===== src/rtl/sst_pkg.sv =====
package sst_pkg;
    localparam int DATA_W   = 8;
    localparam int CHAR_MAX = DATA_W + 1;
    localparam int CNT_W    = $clog2(CHAR_MAX + 1);
    localparam int SYNC_STAGES = 2;

    typedef struct packed {
        logic              ninth;
        logic [DATA_W-1:0] low;
    } tx_word_t;

    typedef struct packed {
        logic sync_mode;
        logic master_sel;
        logic port_en;
        logic rx_single;
        logic rx_cont;
        logic tx_en;
    } tx_cfg_t;

    function automatic logic slave_tx_sel(tx_cfg_t c);
        return c.sync_mode & ~c.master_sel & c.port_en &
               ~c.rx_single & ~c.rx_cont & c.tx_en;
    endfunction

    function automatic logic tx_alive(tx_cfg_t c);
        return c.port_en & c.tx_en;
    endfunction
endpackage


===== src/rtl/sst_clk_sync.sv =====
module sst_clk_sync #(
    parameter int   STAGES = 2,
    parameter logic IDLE   = 1'b1
) (
    input  logic clk,
    input  logic rst,
    input  logic sclk_in,
    output logic fall_pulse
);
    logic [STAGES:0] chain;

    always_ff @(posedge clk) begin
        if (rst) chain <= {(STAGES+1){IDLE}};
        else     chain <= {chain[STAGES-1:0], sclk_in};
    end

    assign fall_pulse = chain[STAGES] & ~chain[STAGES-1];

    a_r3_fall_isolated: assert property (@(posedge clk) disable iff (rst)
        fall_pulse |=> !fall_pulse);
endmodule


===== src/rtl/sst_holding.sv =====
module sst_holding
    import sst_pkg::*;
(
    input  logic     clk,
    input  logic     rst,
    input  logic     clear,
    input  logic     put,
    input  logic     take,
    input  tx_word_t put_word,
    output logic     full,
    output tx_word_t word
);
    always_ff @(posedge clk) begin
        if (rst || clear) begin
            full <= 1'b0;
            if (rst) word <= '0;
        end else if (take) begin
            full <= 1'b0;
        end else if (put) begin
            full <= 1'b1;
            word <= put_word;
        end
    end

    a_r6_full_keeps_word: assert property (@(posedge clk) disable iff (rst)
        full && !take && !clear |=> full && $stable(word));
    a_r5_take_empties: assert property (@(posedge clk) disable iff (rst)
        take |=> !full);
endmodule


===== src/rtl/sst_shifter.sv =====
module sst_shifter
    import sst_pkg::*;
(
    input  logic     clk,
    input  logic     rst,
    input  logic     clear,
    input  logic     run,
    input  logic     fall,
    input  logic     load,
    input  tx_word_t load_word,
    input  logic     load_nine,
    output logic     busy,
    output logic     done,
    output logic     line_bit
);
    logic [DATA_W:0]  sreg;
    logic [CNT_W-1:0] cnt;
    logic [CNT_W-1:0] last;
    logic             step;

    assign step = run & busy & fall;
    assign done = step & (cnt == last);

    always_ff @(posedge clk) begin
        if (rst || clear) begin
            busy <= 1'b0;
            sreg <= '0;
            cnt  <= '0;
            last <= '0;
        end else if (load) begin
            busy <= 1'b1;
            sreg <= {load_word.ninth, load_word.low};
            cnt  <= '0;
            last <= load_nine ? CNT_W'(DATA_W) : CNT_W'(DATA_W - 1);
        end else if (done) begin
            busy <= 1'b0;
        end else if (step) begin
            sreg <= {1'b0, sreg[DATA_W:1]};
            cnt  <= cnt + CNT_W'(1);
        end
    end

    assign line_bit = sreg[0];

    a_r1_hold_when_gated: assert property (@(posedge clk) disable iff (rst)
        busy && !run && !clear && !load |=> $stable(sreg) && $stable(cnt));
    a_r7_load_sets_busy: assert property (@(posedge clk) disable iff (rst)
        load && !clear |=> busy);
    a_r3_one_bit_per_edge: assert property (@(posedge clk) disable iff (rst)
        step && !done && !clear && !load |=> cnt == $past(cnt) + CNT_W'(1));
endmodule


===== src/rtl/sync_slave_tx.sv =====
module sync_slave_tx
    import sst_pkg::*;
(
    input  logic              clk,
    input  logic              rst,
    input  logic              sync_mode,
    input  logic              master_sel,
    input  logic              port_en,
    input  logic              rx_single_en,
    input  logic              rx_cont_en,
    input  logic              tx_en,
    input  logic              nine_mode,
    input  logic              stage_wr,
    input  logic              stage_bit,
    input  logic              data_wr,
    input  logic [DATA_W-1:0] data_in,
    input  logic              tx_ie,
    input  logic              periph_ie,
    input  logic              global_ie,
    input  logic              ext_sclk,
    output logic              sdo,
    output logic              buf_empty,
    output logic              shift_empty,
    output logic              irq_req,
    output logic              irq_out
);
    tx_cfg_t  cfg;
    tx_word_t hold_word, load_word;
    logic act, alive, staged, fall;
    logic hold_full, busy, done, line_bit;
    logic accept, direct, to_hold, take, load;

    assign cfg = '{sync_mode: sync_mode, master_sel: master_sel, port_en: port_en,
                   rx_single: rx_single_en, rx_cont: rx_cont_en, tx_en: tx_en};
    assign act   = slave_tx_sel(cfg);
    assign alive = tx_alive(cfg);

    always_ff @(posedge clk) begin
        if (rst)           staged <= 1'b0;
        else if (stage_wr) staged <= stage_bit;
    end

    sst_clk_sync #(.STAGES(SYNC_STAGES), .IDLE(1'b1)) u_sync (
        .clk(clk), .rst(rst), .sclk_in(ext_sclk), .fall_pulse(fall));

    assign accept  = data_wr & ~hold_full;
    assign direct  = accept & act & ~busy;
    assign to_hold = accept & ~direct;
    assign take    = act & hold_full & (~busy | done);
    assign load    = take | direct;
    assign load_word = direct ? tx_word_t'{ninth: staged, low: data_in} : hold_word;

    sst_holding u_hold (
        .clk(clk), .rst(rst), .clear(~alive), .put(to_hold), .take(take),
        .put_word(tx_word_t'{ninth: staged, low: data_in}),
        .full(hold_full), .word(hold_word));

    sst_shifter u_shift (
        .clk(clk), .rst(rst), .clear(~alive), .run(act), .fall(fall),
        .load(load), .load_word(load_word), .load_nine(nine_mode),
        .busy(busy), .done(done), .line_bit(line_bit));

    assign sdo         = (act & busy) ? line_bit : 1'b1;
    assign buf_empty   = ~hold_full;
    assign shift_empty = ~busy;
    assign irq_req     = buf_empty & tx_ie & periph_ie;
    assign irq_out     = irq_req & global_ie;

    a_r9_abort_flushes: assert property (@(posedge clk) disable iff (rst)
        !alive |=> buf_empty && shift_empty);
    a_r2_direct_keeps_empty: assert property (@(posedge clk) disable iff (rst)
        direct |=> buf_empty && !shift_empty);
    a_r5_flag_after_handoff: assert property (@(posedge clk) disable iff (rst)
        busy && done && hold_full && alive |=> buf_empty && !shift_empty);
endmodule


===== config.mk =====
export PLATFORM = sky130hd
export DESIGN_NAME = sync_slave_tx
export DESIGN_NICKNAME = d
export VERILOG_FILES = /design/src/rtl/sst_pkg.sv /design/src/rtl/sst_clk_sync.sv /design/src/rtl/sst_holding.sv /design/src/rtl/sst_shifter.sv /design/src/rtl/sync_slave_tx.sv
export SDC_FILE = /design/constraint.sdc
export NUM_CORES = 1
export LEC_CHECK = 0
export BUFFER_PORTS_ARGS = -buffer_cell sky130_fd_sc_hd__buf_2
export CORE_ASPECT_RATIO = 1.4
export CORE_MARGIN = 4
export CORE_UTILIZATION = 40
export DETAILED_ROUTE_END_ITERATION = 8
export HOLD_SLACK_MARGIN = 0.12
export PLACE_DENSITY = 0.6
export SLEW_MARGIN = 20
export SYNTH_ARGS = -nofsm -noshare
export SYNTH_HDL_FRONTEND = slang
export SYNTH_SLANG_ARGS = --single-unit

===== constraint.sdc =====
create_clock -name clk -period 3.8 [get_ports clk]
set_input_delay 0.19 -clock clk [delete_from_list [all_inputs] [get_ports clk]]
set_output_delay 0.19 -clock clk [all_outputs]
set_load 0.02 [all_outputs]

==> results of run 1 <==
[critical path, cell delays in order (launching register included)]
cell and delay (ps):
dfxtp_1 340, and4_1 220, o21ai_0 480, and3_1 470, mux2_2 380, o21a_1 160
[routing by layer]
layer / track usage [%] / part of all wire (%) / up-vias
li1: - / - / 561
met1: 16.5 / 43 / 522
met2: 21.1 / 50 / 20
met3: 4.05 / 4.4 / 6
met4: 5.44 / 1.6 / 0
met5: 0 / 0 / -
[final cells by class]
| class | count | share of cell area, % |
|---|---|---|
| multi-input cells | 99 | 41.9 |
| inverters | 4 | 0.869 |
| clock buffers | 8 | 5.21 |
| flip-flops and latches | 30 | 40.0 |
| well taps | 40 | 2.90 |
| repair buffers | 30 | 9.12 |
[where the power goes]
part / total (W) / switching [W] / internal [W]
clock network: 0.000258 / 0.000110 / 0.000147
logic: 0.0000429 / 0.0000217 / 0.0000212
registers: 0.000340 / 0.00000276 / 0.000337
total: 0.000641 / 0.000135 / 0.000506
[path summary, 6_finish.rpt]
| kind | startpoint | to | slack, ps |
|---|---|---|---|
| setup / recovery | u_shift.cnt[2]$_SDFFE_PP0P_ | u_shift.sreg[6]$_SDFFE_PP0P_ | 1640 |
| setup reg to reg | u_shift.cnt[2]$_SDFFE_PP0P_ | u_shift.sreg[6]$_SDFFE_PP0P_ | 1640 |
| hold / removal | rst | staged$_SDFFE_PP0P_ | 130 |
| hold reg to reg | u_sync.chain[0]$_SDFF_PP1_ | u_sync.chain[1]$_SDFF_PP1_ | 410 |
[repair_timing]
action / in CTS / in global routing
hold endpoints to repair: 1 / 0
hold buffers: 1 / 0
resized for setup: 0 / 0
[kinds of logic (layout without fill, tap and decap cells)]
logic type               count (synthesis)  count (layout)  synth area share [%]
AND/OR/NAND/NOR                         48              48                  19.6
flip-flops                              30              30                  46.8
AO/OA/AOI/OAI                           27              27                  12.5
multiplexers                            19              19                  13.8
buffers and inverters                   12              42                  4.07
XOR/XNOR                                 4               4                  2.38
adder cells (fa/ha/maj)                  1               1                 0.848
[stage by stage]
step / utilization [%] / setup WS, ps / instance area, um^2 / hold slack, ps / power (W)
5_1_grt: 49.8 / 1480 / 1730 / 142 / 0.000668
2_1_floorplan: - / 1860 / 1480 / 262 / 0.000369
3_5_place_dp: 46.9 / 1550 / 1630 / 377 / 0.000390
6_report: 49.8 / 1640 / 1730 / 129 / 0.000641
3_3_place_gp: 46.9 / 1620 / 1630 / 375 / 0.000388
4_1_cts: 49.8 / 1640 / 1730 / 126 / 0.000652
[cell usage in the layout (no fill, tap or decap), drive strengths merged, types with 5 or more instances in the layout]
| cell | count |
|---|---|
| nor3 | 5 |
| a21oi | 11 |
| dfxtp | 21 |
| o21a | 7 |
| nor2 | 7 |
| clkbuf | 8 |
| edfxtp | 9 |
| buf | 29 |
| mux2i | 11 |
| mux2 | 8 |
| and2 | 11 |
[state kept, by name, summed over array words and instances, names as in the netlist]
register,count
u_hold.word,9
u_shift.sreg,9
u_shift.cnt,4
u_sync.chain,3
u_shift.last,2
staged,1
u_hold.full,1
u_shift.busy,1
==> impl_results.md, run 1 <==
- Max VDD drop: 216 uV
- Routed vias/inst: 5.26
- Synth cell types: 41
- First-pass GRT wire length: 4.80 mm
- Pin count of the biggest net entering global routing: 25
- Post-route DRC: 0
- Synth warn: 0
- Non-filler cells, final: 211
- Site row count: 25
- Clock Sinks: 30
- Yosys reg bits: 30
- Main flop type after synthesis: dfxtp_1
- Commonest cells post-synth: dfxtp_1, and2_1, mux2i_1
- Drt initial violations: 31
- Worst Hold Class: in -> reg
- Placed insts: 202
- Max transition margin: 56.0%
- Final wirelength: 2.81 mm
- R2R cell count: 5
- Area Growth Syn to Fin: 17.1%
- CTS buffer count: 5
- Initial antenna violation count: 0
- Unrepaired setup endpoints after global routing: no
- Final #Nets: 195
- Setup TNS: 0 ps
- First-pass detailed-route iteration total: 4
- Total grt overflow: 0
- Clock-pin slew on the worst setup and hold paths: 60 ps
- H-Tree Depth: 2
- Number of setup buffers added after CTS: 0
- Synth top area cells: dfxtp_1, edfxtp_1, mux2i_1
- Slew at the pin closest to its max-slew limit: 657 ps
- Port bufs: 28
- TritonCTS clock tree: done
- CP max FO: 8
- Asr flop ratio synth: 0%
- Initial Util: 42.5%
- Die width: 59.3 um
- Max-cap violation count: 0
- Final GP Congestion: 0.780
- Routed vias: 1,109
- Die Y: 79.9 um
- Seq/Total Area, Yosys: 46.8%
- Wire per inst: 13.3 um
- Detailed placement HPWL: 2.05 mm
- Count leader, synth: dfxtp_1
- Max Root-Sink Buffers: 2
- Layout cell share with drive strength beyond 1: 31.0%
- Core box area: 3470 um^2
- CP Data Arrival Time: 2320 ps
- Leakage: 0.733 nW
- Sequential Area: 691 um^2
- Final hold viol count: 0
- Total GRT Usage: 13.4%
- Multi-input logic area: 724 um^2
- Layout fillers: 339
- Critical path class: reg -> reg
- Die ar.: 4740 um^2
- Synth Area per Inst: 10.5 um^2
- Final period util: 56.8%
- Post-Syn Area: 1480 um^2
- P per Cell Area: 371 nW/um^2
- Critical Path Sink Type: flop
- Synth area leader: dfxtp_1
- ANT cells: 0
- Final Slew Violations: 0
- EDFF count, synth: 9
- Cells after Synth: 141
- Clock latency on the worst-skew pair: 280 ps
- Post-synth top area share: 28.5%
- Max Freq: 464 MHz
- Final ANT Viol Nets: 0
- Clock Tree Root: clkbuf_8
- Final setup vio count: 0
- Crit path time final: 2160 ps
- Mapped Nets: 166
- Worst EP required: 3970 ps
- Number of global-route vias before repair: 1,079
- Crit start category: flop
- Worst Hold Depth: 2
- Num ports: 29
- Outcome: complete, no violations
- Clock skew: 6.27 ps
(Power assumes the default switching activity.)
==> run 2, diff against run 1 <==
==> constraint.sdc (replaced) <==
create_clock -name clk -period 2 [get_ports clk]
set_input_delay 0.1 -clock clk [delete_from_list [all_inputs] [get_ports clk]]
set_output_delay 0.1 -clock clk [all_outputs]
set_load 0.02 [all_outputs]
==> impl_results.md, run 2 (synthesis results as in run 1) <==
- Outcome: complete, no violations
- Max-cap violation count: 0 (unchanged)
- TritonCTS clock tree: done
- Post-route cell area: 1900 um^2 (+10%)
- Routed vias: 1,162 (+4.8%)
- Crit path time final: 1840 ps (-318 ps)
- Die Y: 79.9 um (unchanged)
- Max VDD drop: 566 uV (+160%)
- Final core utilization: 54.8% (+5.0 points)
- Final wirelength: 2.94 mm (+4.6%)
- CP max FO: 5 (-3)
- Sequential Area: 691 um^2 (unchanged)
- Max Freq: 544 MHz (+17%)
- First-pass detailed-route iteration total: 4 (unchanged)
- Critical path class: reg -> reg
- Setup TNS: 0 ps (unchanged)
- ANT cells: 0 (unchanged)
- Clock Sinks: 30 (unchanged)
- Final #Nets: 211 (+8.2%)
- Clock-pin slew on the worst setup and hold paths: 60 ps (about the same)
- Final ANT Viol Nets: 0 (unchanged)
- Num ports: 29 (unchanged)
- Detailed placement HPWL: 2.19 mm (+7.0%)
- Comb power frac: 7.3% (+0.6 points)
- H-Tree Depth: 2 (unchanged)
- Drt initial violations: 16 (-48%)
- Site row count: 25 (unchanged)
- Switch Pwr: 0.000271 W (+100%)
- Total GRT Usage: 14.4% (+1.1 points)
- Most frequent cells in the layout: buf_2, dfxtp_1, and2_1, mux2i_1, dlygate4sd3_1
- Routed vias/inst: 5.12 (-2.6%)
- Leading registers by flop count: u_hold.word (9), u_shift.sreg (9), u_shift.cnt (4)
- Placed insts: 208 (+3.0%)
- Area Growth Syn to Fin: 28.9%
- Initial antenna violation count: 0 (unchanged)
- Layout cell share with drive strength beyond 1: 31.6% (+0.56 points)
- Leakage: 0.818 nW (+12%)
- Max transition margin: 54.2% (-1.8 points)
- Initial Util: 42.5% (unchanged)
- CTS buffer count: 5 (unchanged)
- Clk pwr share: 44.4% (+4.2 points)
- Worst Hold Class: in -> reg
- Critical Path Sink Type: flop
- Multi-input logic area: 724 um^2 (unchanged)
- Worst EP required: 2210 ps (-1760 ps)
- Final period util: 92.0% (+35 points)
- Layout fillers: 310 (-8.6%)
- Wire per inst: 12.9 um (-2.8%)
- Final GP Congestion: 0.796 (+2.1%)
- Die width: 59.3 um (unchanged)
- Non-filler cells, final: 227 (+7.6%)
- Total power: 0.00134 W (+110%)
- Crit start category: flop
- Sequential share of power: 48.3% (-4.8 points)
- Die ar.: 4740 um^2 (unchanged)
- CP Data Arrival Time: 2050 ps (-270 ps)
- Final hold viol count: 0 (unchanged)
- Clock skew: 3.61 ps (-2.66 ps)
- Sw frac: 20.3% (-0.75 points)
- Total grt overflow: 0 (unchanged)
- Final Slew Violations: 0 (unchanged)
- Post-route DRC: 0 (unchanged)
- Int Pwr: 0.00107 W (+110%)
- Slew at the pin closest to its max-slew limit: 684 ps (+27.0 ps)
- First-pass GRT wire length: 5.18 mm (+7.8%)
- Core box area: 3470 um^2 (unchanged)
- Clock Tree Root: clkbuf_8
- Commonest non-fill, non-tap cell in the layout: buf_2
- Final setup vio count: 0 (unchanged)
- Max Root-Sink Buffers: 2 (unchanged)
- Port bufs: 28 (unchanged)
- Clock latency on the worst-skew pair: 280 ps (about the same)
- P per Cell Area: 704 nW/um^2 (+90%)
- Unrepaired setup endpoints after global routing: no
- Number of global-route vias before repair: 1,233 (+14%)
- Pin count of the biggest net entering global routing: 25 (unchanged)
- Dpl cell area: 1690 um^2 (+3.5%)
## run 2: cell types whose count changed in the layout (fill, tap and decap cells not counted), sizes merged
| cell | delta |
|---|---|
| clkbuf | -1 |
| bufinv | +1 |
| dlygate4sd3 | +10 |
| buf | +6 |
## run 2: what timing repair did
item / in CTS / in global routing
buffers inserted: 0 / 0
hold buffers: 11 / 0
hold endpoints to repair: 11 / 0
setup endpoints to repair: 0 / 6
gates resized for setup: 0 / 1
## run 2: final cells by class
class | instances | area share, %
clock inverter | 1 | 1.58
inverter | 4 | 0.789
timing repair buffer | 46 | 16.6
sequential | 30 | 36.3
multi-input combinational | 99 | 38.1
clock buffer | 7 | 4.01
tap | 40 | 2.63
## run 2: per-stage QoR
step / worst slack, ps / hold slack, ps
2_1_floorplan: 143 / 172
3_3_place_gp: 66.4 / 284
3_5_place_dp: 48.3 / 290
4_1_cts: 76.5 / 124
5_1_grt: 70.6 / 125
6_report: 161 / 126
## run 2: critical path: stages, from the launching register on
cell	delay, ps
dfxtp_1	350
nor4_1	450
o21ai_1	180
buf_4	170
o32a_1	340
a2bb2oi_1	130
o22ai_1	150
## run 2: path summary, 6_finish.rpt
check	startpoint	to	slack [ps]	depth (start not counted)
max	u_shift.cnt[0]$_SDFFE_PP0P_	u_shift.sreg[1]$_SDFFE_PP0P_	160	6
min	data_in[5]	u_hold.word[5]$_SDFFCE_PP0P_	130	2
max reg2reg	u_shift.cnt[0]$_SDFFE_PP0P_	u_shift.sreg[1]$_SDFFE_PP0P_	160	6
min reg2reg	u_sync.chain[0]$_SDFF_PP1_	u_sync.chain[1]$_SDFF_PP1_	410	1
## run 2: power groups by stage
stage | clock, W | sequential, W | combinational (W)
after floorplan | 0 | 0.000658 | 0.0000438
after global placement | 0 | 0.000659 | 0.0000799
after detailed placement | 0 | 0.000660 | 0.0000815
after CTS | 0.000604 | 0.000646 | 0.0000986
after global routing | 0.000637 | 0.000647 | 0.000109
final | 0.000595 | 0.000646 | 0.0000975
## run 2: routing by layer
layer | vias up | global-route usage (%) | share of wire (%)
li1 | 594 | - | -
met1 | 547 | 16.3 | 42
met2 | 16 | 24.4 | 52
met3 | 5 | 4.37 | 4.4
met4 | 0 | 6.12 | 1.7
met5 | - | 0 | 0
